$ cat config.mk
export PLATFORM = sky130hd
export DESIGN_NAME = fine_baud_gen
export DESIGN_NICKNAME = d
export VERILOG_FILES = /design/src/rtl/fbg_pkg.sv /design/src/rtl/fbg_prescale.sv /design/src/rtl/fbg_bit_slot.sv /design/src/rtl/fbg_frame_seq.sv /design/src/rtl/fine_baud_gen.sv
export SDC_FILE = /design/constraint.sdc
export NUM_CORES = 1
export LEC_CHECK = 0
export CORE_MARGIN = 2
export CORE_UTILIZATION = 30
export CTS_CLUSTER_SIZE = 8
export DETAILED_ROUTE_END_ITERATION = 10
export GPL_TIMING_DRIVEN = 0
export HOLD_SLACK_MARGIN = 0.02
export PLACE_DENSITY = 0.58
export SLEW_MARGIN = 5
export SYNTH_ARGS = -nofsm -noshare
export SYNTH_HDL_FRONTEND = slang
export SYNTH_SLANG_ARGS = --single-unit
$ cat constraint.sdc
create_clock -name clk -period 4.2 [get_ports clk]
set_clock_uncertainty 0.1 [all_clocks]
set_input_delay 0.63 -clock clk [delete_from_list [all_inputs] [get_ports clk]]
set_output_delay 0.63 -clock clk [all_outputs]
set_load 0.005 [all_outputs]
$ cat src/rtl/fbg_pkg.sv
`timescale 1ns/1ps
package fbg_pkg;
  localparam int SUB_W = 5;

  typedef enum logic [1:0] {
    ADJ_NOM    = 2'd0,
    ADJ_WIDE   = 2'd1,
    ADJ_SPARE  = 2'd2,
    ADJ_NARROW = 2'd3
  } adj_code_e;

  // index of the final sub-tick of a bit for a given code
  function automatic logic [SUB_W-1:0] slot_last(input adj_code_e code);
    case (code)
      ADJ_WIDE:   return SUB_W'(16);
      ADJ_NARROW: return SUB_W'(14);
      default:    return SUB_W'(15);
    endcase
  endfunction
endpackage

$ cat src/rtl/fbg_prescale.sv
`timescale 1ns/1ps
module fbg_prescale #(
  parameter int DIV_W = 12
) (
  input  logic             clk,
  input  logic             rst,
  input  logic             restart,
  input  logic             run,
  input  logic [DIV_W-1:0] divisor,
  output logic             sub_evt
);
  logic [DIV_W-1:0] cnt;

  assign sub_evt = run && (cnt >= divisor);

  always_ff @(posedge clk) begin
    if (rst || restart) begin
      cnt <= '0;
    end else if (run) begin
      cnt <= sub_evt ? '0 : cnt + 1'b1;
    end
  end
endmodule

$ cat src/rtl/fbg_bit_slot.sv
`timescale 1ns/1ps
module fbg_bit_slot
  import fbg_pkg::*;
(
  input  logic      clk,
  input  logic      rst,
  input  logic      restart,
  input  logic      sub_evt,
  input  adj_code_e code,
  output logic      bit_evt
);
  logic [SUB_W-1:0] cnt;
  logic [SUB_W-1:0] last;

  assign last    = slot_last(code);
  assign bit_evt = sub_evt && (cnt >= last);

  always_ff @(posedge clk) begin
    if (rst || restart) begin
      cnt <= '0;
    end else if (sub_evt) begin
      cnt <= bit_evt ? '0 : cnt + 1'b1;
    end
  end
endmodule

$ cat src/rtl/fbg_frame_seq.sv
`timescale 1ns/1ps
module fbg_frame_seq
  import fbg_pkg::*;
#(
  parameter int MAX_BITS = 12,
  parameter int IDX_W    = 4,
  parameter int ADJ_W    = 24
) (
  input  logic             clk,
  input  logic             rst,
  input  logic             frame_start,
  input  logic [IDX_W-1:0] frame_len,
  input  logic [ADJ_W-1:0] adj_word,
  input  logic             sub_evt,
  input  logic             bit_evt,
  output logic             active,
  output adj_code_e        cur_code,
  output logic [IDX_W-1:0] bit_idx,
  output logic             os_tick,
  output logic             bit_strobe,
  output logic             frame_done
);
  localparam logic [IDX_W-1:0] MAX_IDX = IDX_W'(MAX_BITS);

  adj_code_e        codes [MAX_BITS];
  logic [IDX_W-1:0] eff_len;
  logic [IDX_W-1:0] len_q;
  logic [IDX_W-1:0] next_idx;

  for (genvar g = 0; g < MAX_BITS; g++) begin : g_code
    assign codes[g] = adj_code_e'(adj_word[2*g +: 2]);
  end

  always_comb begin
    cur_code = ADJ_NOM;
    for (int i = 0; i < MAX_BITS; i++) begin
      if (bit_idx == IDX_W'(i)) cur_code = codes[i];
    end
  end

  assign eff_len  = (frame_len > MAX_IDX) ? MAX_IDX : frame_len;
  assign next_idx = bit_idx + 1'b1;

  always_ff @(posedge clk) begin
    if (rst) begin
      active     <= 1'b0;
      bit_idx    <= '0;
      len_q      <= '0;
      os_tick    <= 1'b0;
      bit_strobe <= 1'b0;
      frame_done <= 1'b0;
    end else if (frame_start) begin
      active     <= (eff_len != '0);
      bit_idx    <= '0;
      len_q      <= eff_len;
      os_tick    <= 1'b0;
      bit_strobe <= 1'b0;
      frame_done <= (eff_len == '0);
    end else begin
      os_tick    <= sub_evt;
      bit_strobe <= bit_evt;
      frame_done <= 1'b0;
      if (bit_evt) begin
        bit_idx <= next_idx;
        if (next_idx == len_q) begin
          active     <= 1'b0;
          frame_done <= 1'b1;
        end
      end
    end
  end
endmodule

$ cat src/rtl/fine_baud_gen.sv
`timescale 1ns/1ps
module fine_baud_gen
  import fbg_pkg::*;
#(
  parameter int DIV_W    = 12,
  parameter int MAX_BITS = 12,
  localparam int IDX_W   = $clog2(MAX_BITS + 1),
  localparam int ADJ_W   = 2 * MAX_BITS
) (
  input  logic             clk,
  input  logic             rst,
  input  logic             uclk_en,
  input  logic [DIV_W-1:0] divisor,
  input  logic [ADJ_W-1:0] adj_word,
  input  logic             frame_start,
  input  logic [IDX_W-1:0] frame_len,
  output logic             os_tick,
  output logic             bit_strobe,
  output logic [IDX_W-1:0] bit_idx,
  output logic             frame_done
);
  logic      active;
  logic      run;
  logic      sub_evt;
  logic      bit_evt;
  adj_code_e cur_code;

  assign run = active && uclk_en;

  fbg_prescale #(.DIV_W(DIV_W)) u_pre (
    .clk     (clk),
    .rst     (rst),
    .restart (frame_start),
    .run     (run),
    .divisor (divisor),
    .sub_evt (sub_evt)
  );

  fbg_bit_slot u_slot (
    .clk     (clk),
    .rst     (rst),
    .restart (frame_start),
    .sub_evt (sub_evt),
    .code    (cur_code),
    .bit_evt (bit_evt)
  );

  fbg_frame_seq #(
    .MAX_BITS (MAX_BITS),
    .IDX_W    (IDX_W),
    .ADJ_W    (ADJ_W)
  ) u_seq (
    .clk         (clk),
    .rst         (rst),
    .frame_start (frame_start),
    .frame_len   (frame_len),
    .adj_word    (adj_word),
    .sub_evt     (sub_evt),
    .bit_evt     (bit_evt),
    .active      (active),
    .cur_code    (cur_code),
    .bit_idx     (bit_idx),
    .os_tick     (os_tick),
    .bit_strobe  (bit_strobe),
    .frame_done  (frame_done)
  );
endmodule

* Word-level counts from Yosys, hierarchy flattened *
Cells that the tools add are included.
W data, S select, Z words.

storage, ports and cells
  register bits after elaboration = 29
  latch bits = 0
  bits in writable memories = 0
  memory bits (read-only) = 0
  input port bits = 44
  output and inout bits = 7
  memories kept = 0

cells by class
  add/subtract/negate cells = 3
  $mul = 0
  divide/modulo/power cells = 0
  order comparisons = 3
  equality and inequality tests = 14
  shifts and indexed selects = 0
  mux-type cells = 22
  bitwise gates (word level) = 0
  reductions and logical operators = 11

operators by type and width
  operator                 number
  $mux W2                  12
  $eq A4 B3 Y1 const B     4
  $eq A4 B4 Y1 const B     4
  $add A12 B1 Y12 const B  1
  $ge A12 B12 Y1           1
  $mux W12                 1
  $pmux W5 S2              1
  $eq A4 B2 Y1 const B     2
  $logic_not A4 Y1         2
  $mux W1                  6
  $add A5 B1 Y5 const B    1
  $ge A5 B5 Y1             1
  $mux W5                  1
  $add A4 B1 Y4 const B    1
  $eq A4 B1 Y1 const B     1
  $eq A4 B4 Y1             1
  $gt A4 B4 Y1 const B     1
  $mux W4                  1
  $reduce_bool A2 Y1       2
  $reduce_bool A4 Y1       1
  $logic_and A1 B1 Y1      3
  $eq A2 B1 Y1 const B     1
  $eq A2 B2 Y1 const B     1
  $reduce_and A2 Y1        1
  2 further kinds          2

* Longest topological paths before layout *
  depth after elaboration = 19
  gate-level depth with buffers = 16

* By module *
Synthesis repeated with hierarchy kept, for this count alone.

unflattened totals
  cells, all modules = 254
  area total of the unflattened synthesis = 2070.7 µm²

modules (own cells, without submodules)
  module         times used  cells an instance  area an instance (µm²)  seq. area each (µm²)
  fbg_frame_seq  1           112                894.6                   240.2
  fbg_prescale   1           106                845.8                   240.2
  fbg_bit_slot   1           35                 324.1                   100.1
  fine_baud_gen  1           1                  6.3                     0.0

* Worst setup path after synthesis *
OpenSTA, ideal clock, no wires.

  path kind = register to register
  start point = register u_seq.bit_idx[0]
  end point = register u_slot.cnt[3]
  arrival = 3.323 ns
  data required time = 4.026 ns
  setup slack = 0.702 ns
  cell stages (with the launch flop) = 17
  buffers on the path = 1
  path through = dfxtp_1 > inv_1 > ha_1 > buf_2 > inv_1 > o21a_1 > a221oi_2 > a2111oi_4 > o22ai_2 > nor3_1 > ha_1 > a21o_1 > a31oi_1 > o21a_1 > nand2_1 > or4_1 > o21ai_0

on the way
  cells in the longest elaborated chain, start to end = 18
  elaborated cells between the ends (all ways) = 30
  classes of those cells = order compare: 1; eq/ne: 13; mux: 14; reduce/logical: 2

RTL lines
  item                                          RTL line             text
  start, declared                               fbg_frame_seq.sv:18  output logic [IDX_W-1:0] bit_idx,
  start signal, assigned                        fbg_frame_seq.sv:64  bit_idx <= next_idx;
  $logic_not A4 Y1                              fbg_frame_seq.sv:37  if (bit_idx == IDX_W'(i)) cur_code = codes[i];
  $mux W2 (11 in series)                        fbg_frame_seq.sv:37
  $mux W2 (*)                                   fbg_frame_seq.sv:37
  $eq A2 B2 Y1 or $eq A2 B1 Y1 (tied branches)  fbg_pkg.sv:14        case (code)
  $pmux W5 S2 (*)                               fbg_pkg.sv:14
  $ge A5 B5 Y1 (*)                              fbg_bit_slot.sv:16   assign bit_evt = sub_evt && (cnt >= last);
  $logic_and A1 B1 Y1 (*)                       fbg_bit_slot.sv:16
  $mux W5 (*)                                   fbg_bit_slot.sv:22   cnt <= bit_evt ? '0 : cnt + 1'b1;
  end signal, assigned                          fbg_bit_slot.sv:22
  end, declared                                 fbg_bit_slot.sv:12   logic [SUB_W-1:0] cnt;

Every way passes the cells marked *; elsewhere a longest branch is shown, timed or not.
A chain may end at the register's enable or synchronous reset.

* Final worst setup path *
Ends and elaborated chain as after synthesis.

==> summary.md <==
| Metric | Value |
|---|---|
| Sw Ratio | 22.8% |
| Distinct cells, synth | 52 |
| Die Area | 7470 um2 |
| Worst hold path cell count | 2 |
| Drt pass-1 iters | 4 |
| Post-synth EDFFs | 0 |
| Max frequency | 258 MHz |
| Hold_ws | 0.381 ns |
| Setup bufs post-CTS | 0 |
| CP startpoint kind | flip-flop |
| Longest Clk Path Bufs | 2 |
| Worst r2r path cells | 16 |
| GR Util All Layers | 12.6% |
| Netlist Area Pre-Place | 2040 um2 |
| Gr ovfl total | 0 |
| Routed wire per std cell | 11.7 um |
| Psw | 0.000131 W |
| Mapped Nets | 312 |
| Total negative slack | 0 ns |
| Largest net degree at the start of global routing | 11 |
| H-tree depth | 2 |
| # setup viols final | 0 |
| Clock sink count | 29 |
| Port bufs | 49 |
| Clock Latency Late Sink | 0.27 ns |
| Peak VDD IR | 0.179 mV |
| Final Power | 0.000577 W |
| Yosys reg bits | 29 |
| DPL Wire Length | 3.52 mm |
| Required time of the critical path | 4.30 ns |
| Nets | 368 |
| Register area share after synthesis | 28.5% |
| CP peak stage delay | 0.49 ns |
| Via count | 1834 |
| Die Wd | 86.4 um |
| RePlAce Congestion | 0.798 |
| Vias per cell | 4.80 |
| Synth Flop Type | dfxtp_1 |
| Comb power frac | 14.2% |
| Final Util | 40.6% |
| Ys async rst share | 0% |
| Initial DRC Count | 80 |
| Max-cap violations | 0 |
| Pwr dens | 213 nW/um2 |
| Crit end category | flip-flop |
| Hold path start | u_seq.active$_SDFFE_PP0P_ |
| Crit path max fanout | 10 |
| CTS tree | done |
| Int Pwr | 0.000446 W |
| Setup CP Type | reg2reg |
| Share of layout cells above drive strength 1 | 7.95% |
| Initial Utilization | 30.5% |
| Finished Layout Cells | 382 |
| Area Overhead vs Synth | 33.0% |
| Slew Limit Fails | 0 |
| CP max-delay cell | or4_1 |
| Clk pwr share | 37.2% |
| WL final | 4.49 mm |
| Critical R2R Launch | u_seq.bit_idx[0]$_SDFFE_PP0P_ |
| Initial antenna violation count | 0 |
| Final worst-path cycle share | 92.4% |
| Core area | 6680 um2 |
| IO Pins | 51 |
| DRC violations left | 0 |
| Crit path DAT | 3.98 ns |
| Synth warn | 0 |
| Pleak | 1.10 nW |
| Rel. slew slack | 58.2% |
| Placed Cells | 374 |
| Post-synthesis cell count | 245 |
| Seq pwr share | 48.6% |
| Hold Violations, Final | 0 |
| RSZ-0062 raised after global routing | false |
| Clock Pin Slew Worst Setup and Hold Paths | 0.06 ns |
| Least-Margin Pin Slew | 0.624 ns |
| Vias in the first global route | 1750 |
| Worst-path cell chain | inv_1 -> ha_1 -> buf_2 -> inv_1 -> o21a_1 -> a221oi_2 -> a2111oi_4 -> o22ai_2 -> nor3_1 -> ha_1 -> a21o_1 -> a31oi_1 -> o21a_1 -> nand2_1 -> or4_1 -> o21ai_0 |
| Status | completed |
| Antenna cell count | 0 |
| Final Critical Period | 3.88 ns |
| First-pass GRT wire length | 7.71 mm |
| Crit path from | u_seq.bit_idx[0]$_SDFFE_PP0P_ |
| HP Class | reg2reg |
| Post-route ant nets | 0 |
| Cell Rows | 30 |
| Total CTS buffers | 5 |
| Root Buffer | clkbuf_8 |
| Syn_area_per_cell | 8.32 um2 |
| Die Y-Extent | 86.4 um |
## kinds of logic after synthesis
kind of cell               Yosys count  synth area share [%]
and+or+nand+nor                     88                  21.4
AOI/OAI and AO/OA                   54                  19.5
buffers and inverters               30                  7.24
DFF                                 29                  28.5
adders and majority gates           23                  14.1
xor gates and xnor gates            18                  7.73
muxes                                3                  1.47
## power by group through the flow
stage          Clock [W]  Combinational, W  Sequential [W]
2_1_floorplan          0         0.0000348        0.000286
3_3_place_gp           0         0.0000812        0.000287
3_5_place_dp           0         0.0000822        0.000287
4_1_cts         0.000223         0.0000828        0.000281
5_1_grt         0.000231         0.0000911        0.000281
6_report        0.000215         0.0000818        0.000281
## cells in the mapped netlist, drive strengths merged, types with 4 or more instances
master,count,area share [%]
nor3,4,0.98
xnor2,7,3.0
ha,23,14
inv,20,3.7
a21oi,12,2.9
o21a,5,1.8
buf,7,2.5
nand2,18,3.4
o21ai,12,3.1
xor2,11,4.7
nor2,24,4.4
nand2b,5,1.5
dfxtp,29,28
nand3,15,3.7
o211ai,4,1.7
or3,5,1.5
## worst max-delay path, delay by kind of cell (launching register included)
family,cells,cell delay [ns]
buf+inv,3,0.42
flops,1,0.44
fa+ha+maj,2,0.53
compound gates,8,1.35
simple gates,3,0.96
## worst paths after layout
path                                     end  slack [ns]
setup reg to reg  u_slot.cnt[3]$_SDFFE_PP0P_        0.32
hold reg to reg    u_seq.active$_SDFFE_PP0P_        0.38
setup / recovery  u_slot.cnt[3]$_SDFFE_PP0P_        0.32
hold / removal     u_seq.active$_SDFFE_PP0P_        0.38
## layout make-up
type	count	area [um2]
Timing Repair Buffer	49	490
Clock inverter	2	10.0
Multi-Input combinational cell	186	1310
Fill cell	698	3970
Sequential cell	29	581
Inverter	20	75.1
Clock buffer	6	72.6
Buffer	10	72.6
Tap cell	80	100
## metrics by stage
stage	worst slack [ns]	instance area, um2
2_1_floorplan	0.702	2040
3_3_place_gp	0.185	2630
3_5_place_dp	0.188	2630
4_1_cts	0.208	2710
5_1_grt	0.00539	2710
6_report	0.321	2710
## flip-flops by register name, summed over array words and instances, names as in the netlist
name / count
u_seq.active: 1
u_slot.cnt: 5
u_seq.frame_done: 1
u_seq.len_q: 4
u_pre.cnt: 12
u_seq.bit_strobe: 1
u_seq.bit_idx: 4
u_seq.os_tick: 1
## cell usage in the layout, fill, tap and decap left out, drive strengths merged, types with 4 or more instances in the layout
cell type | netlist | routed
a21oi | 12 | 12
buf | 7 | 7
clkbuf | 3 | 9
clkdlybuf4s50 | 0 | 49
dfxtp | 29 | 29
ha | 23 | 23
inv | 20 | 20
nand2 | 18 | 18
nand2b | 5 | 5
nand3 | 15 | 15
nor2 | 24 | 24
nor3 | 4 | 4
o211ai | 4 | 4
o21a | 5 | 5
o21ai | 12 | 12
or3 | 5 | 5
xnor2 | 7 | 7
xor2 | 11 | 11
## layer usage
| layer | vias to the layer above | track usage (%) | wire (um) | share of wire [%] |
|---|---|---|---|---|
| met4 | 0 | 3.41 | 22 | 0.49 |
| li1 | 975 | - | - | - |
| met2 | 46 | 20.7 | 2010 | 45 |
| met1 | 811 | 16.6 | 2230 | 50 |
| met3 | 2 | 3.05 | 222 | 4.9 |
| met5 | - | 0 | 0 | 0 |
## what timing repair did
item	CTS	global route
gates resized for setup	0	1
setup endpoints to repair	0	4
hold buffers	0	0
No activity file was read; power rests on OpenSTA's default activity.
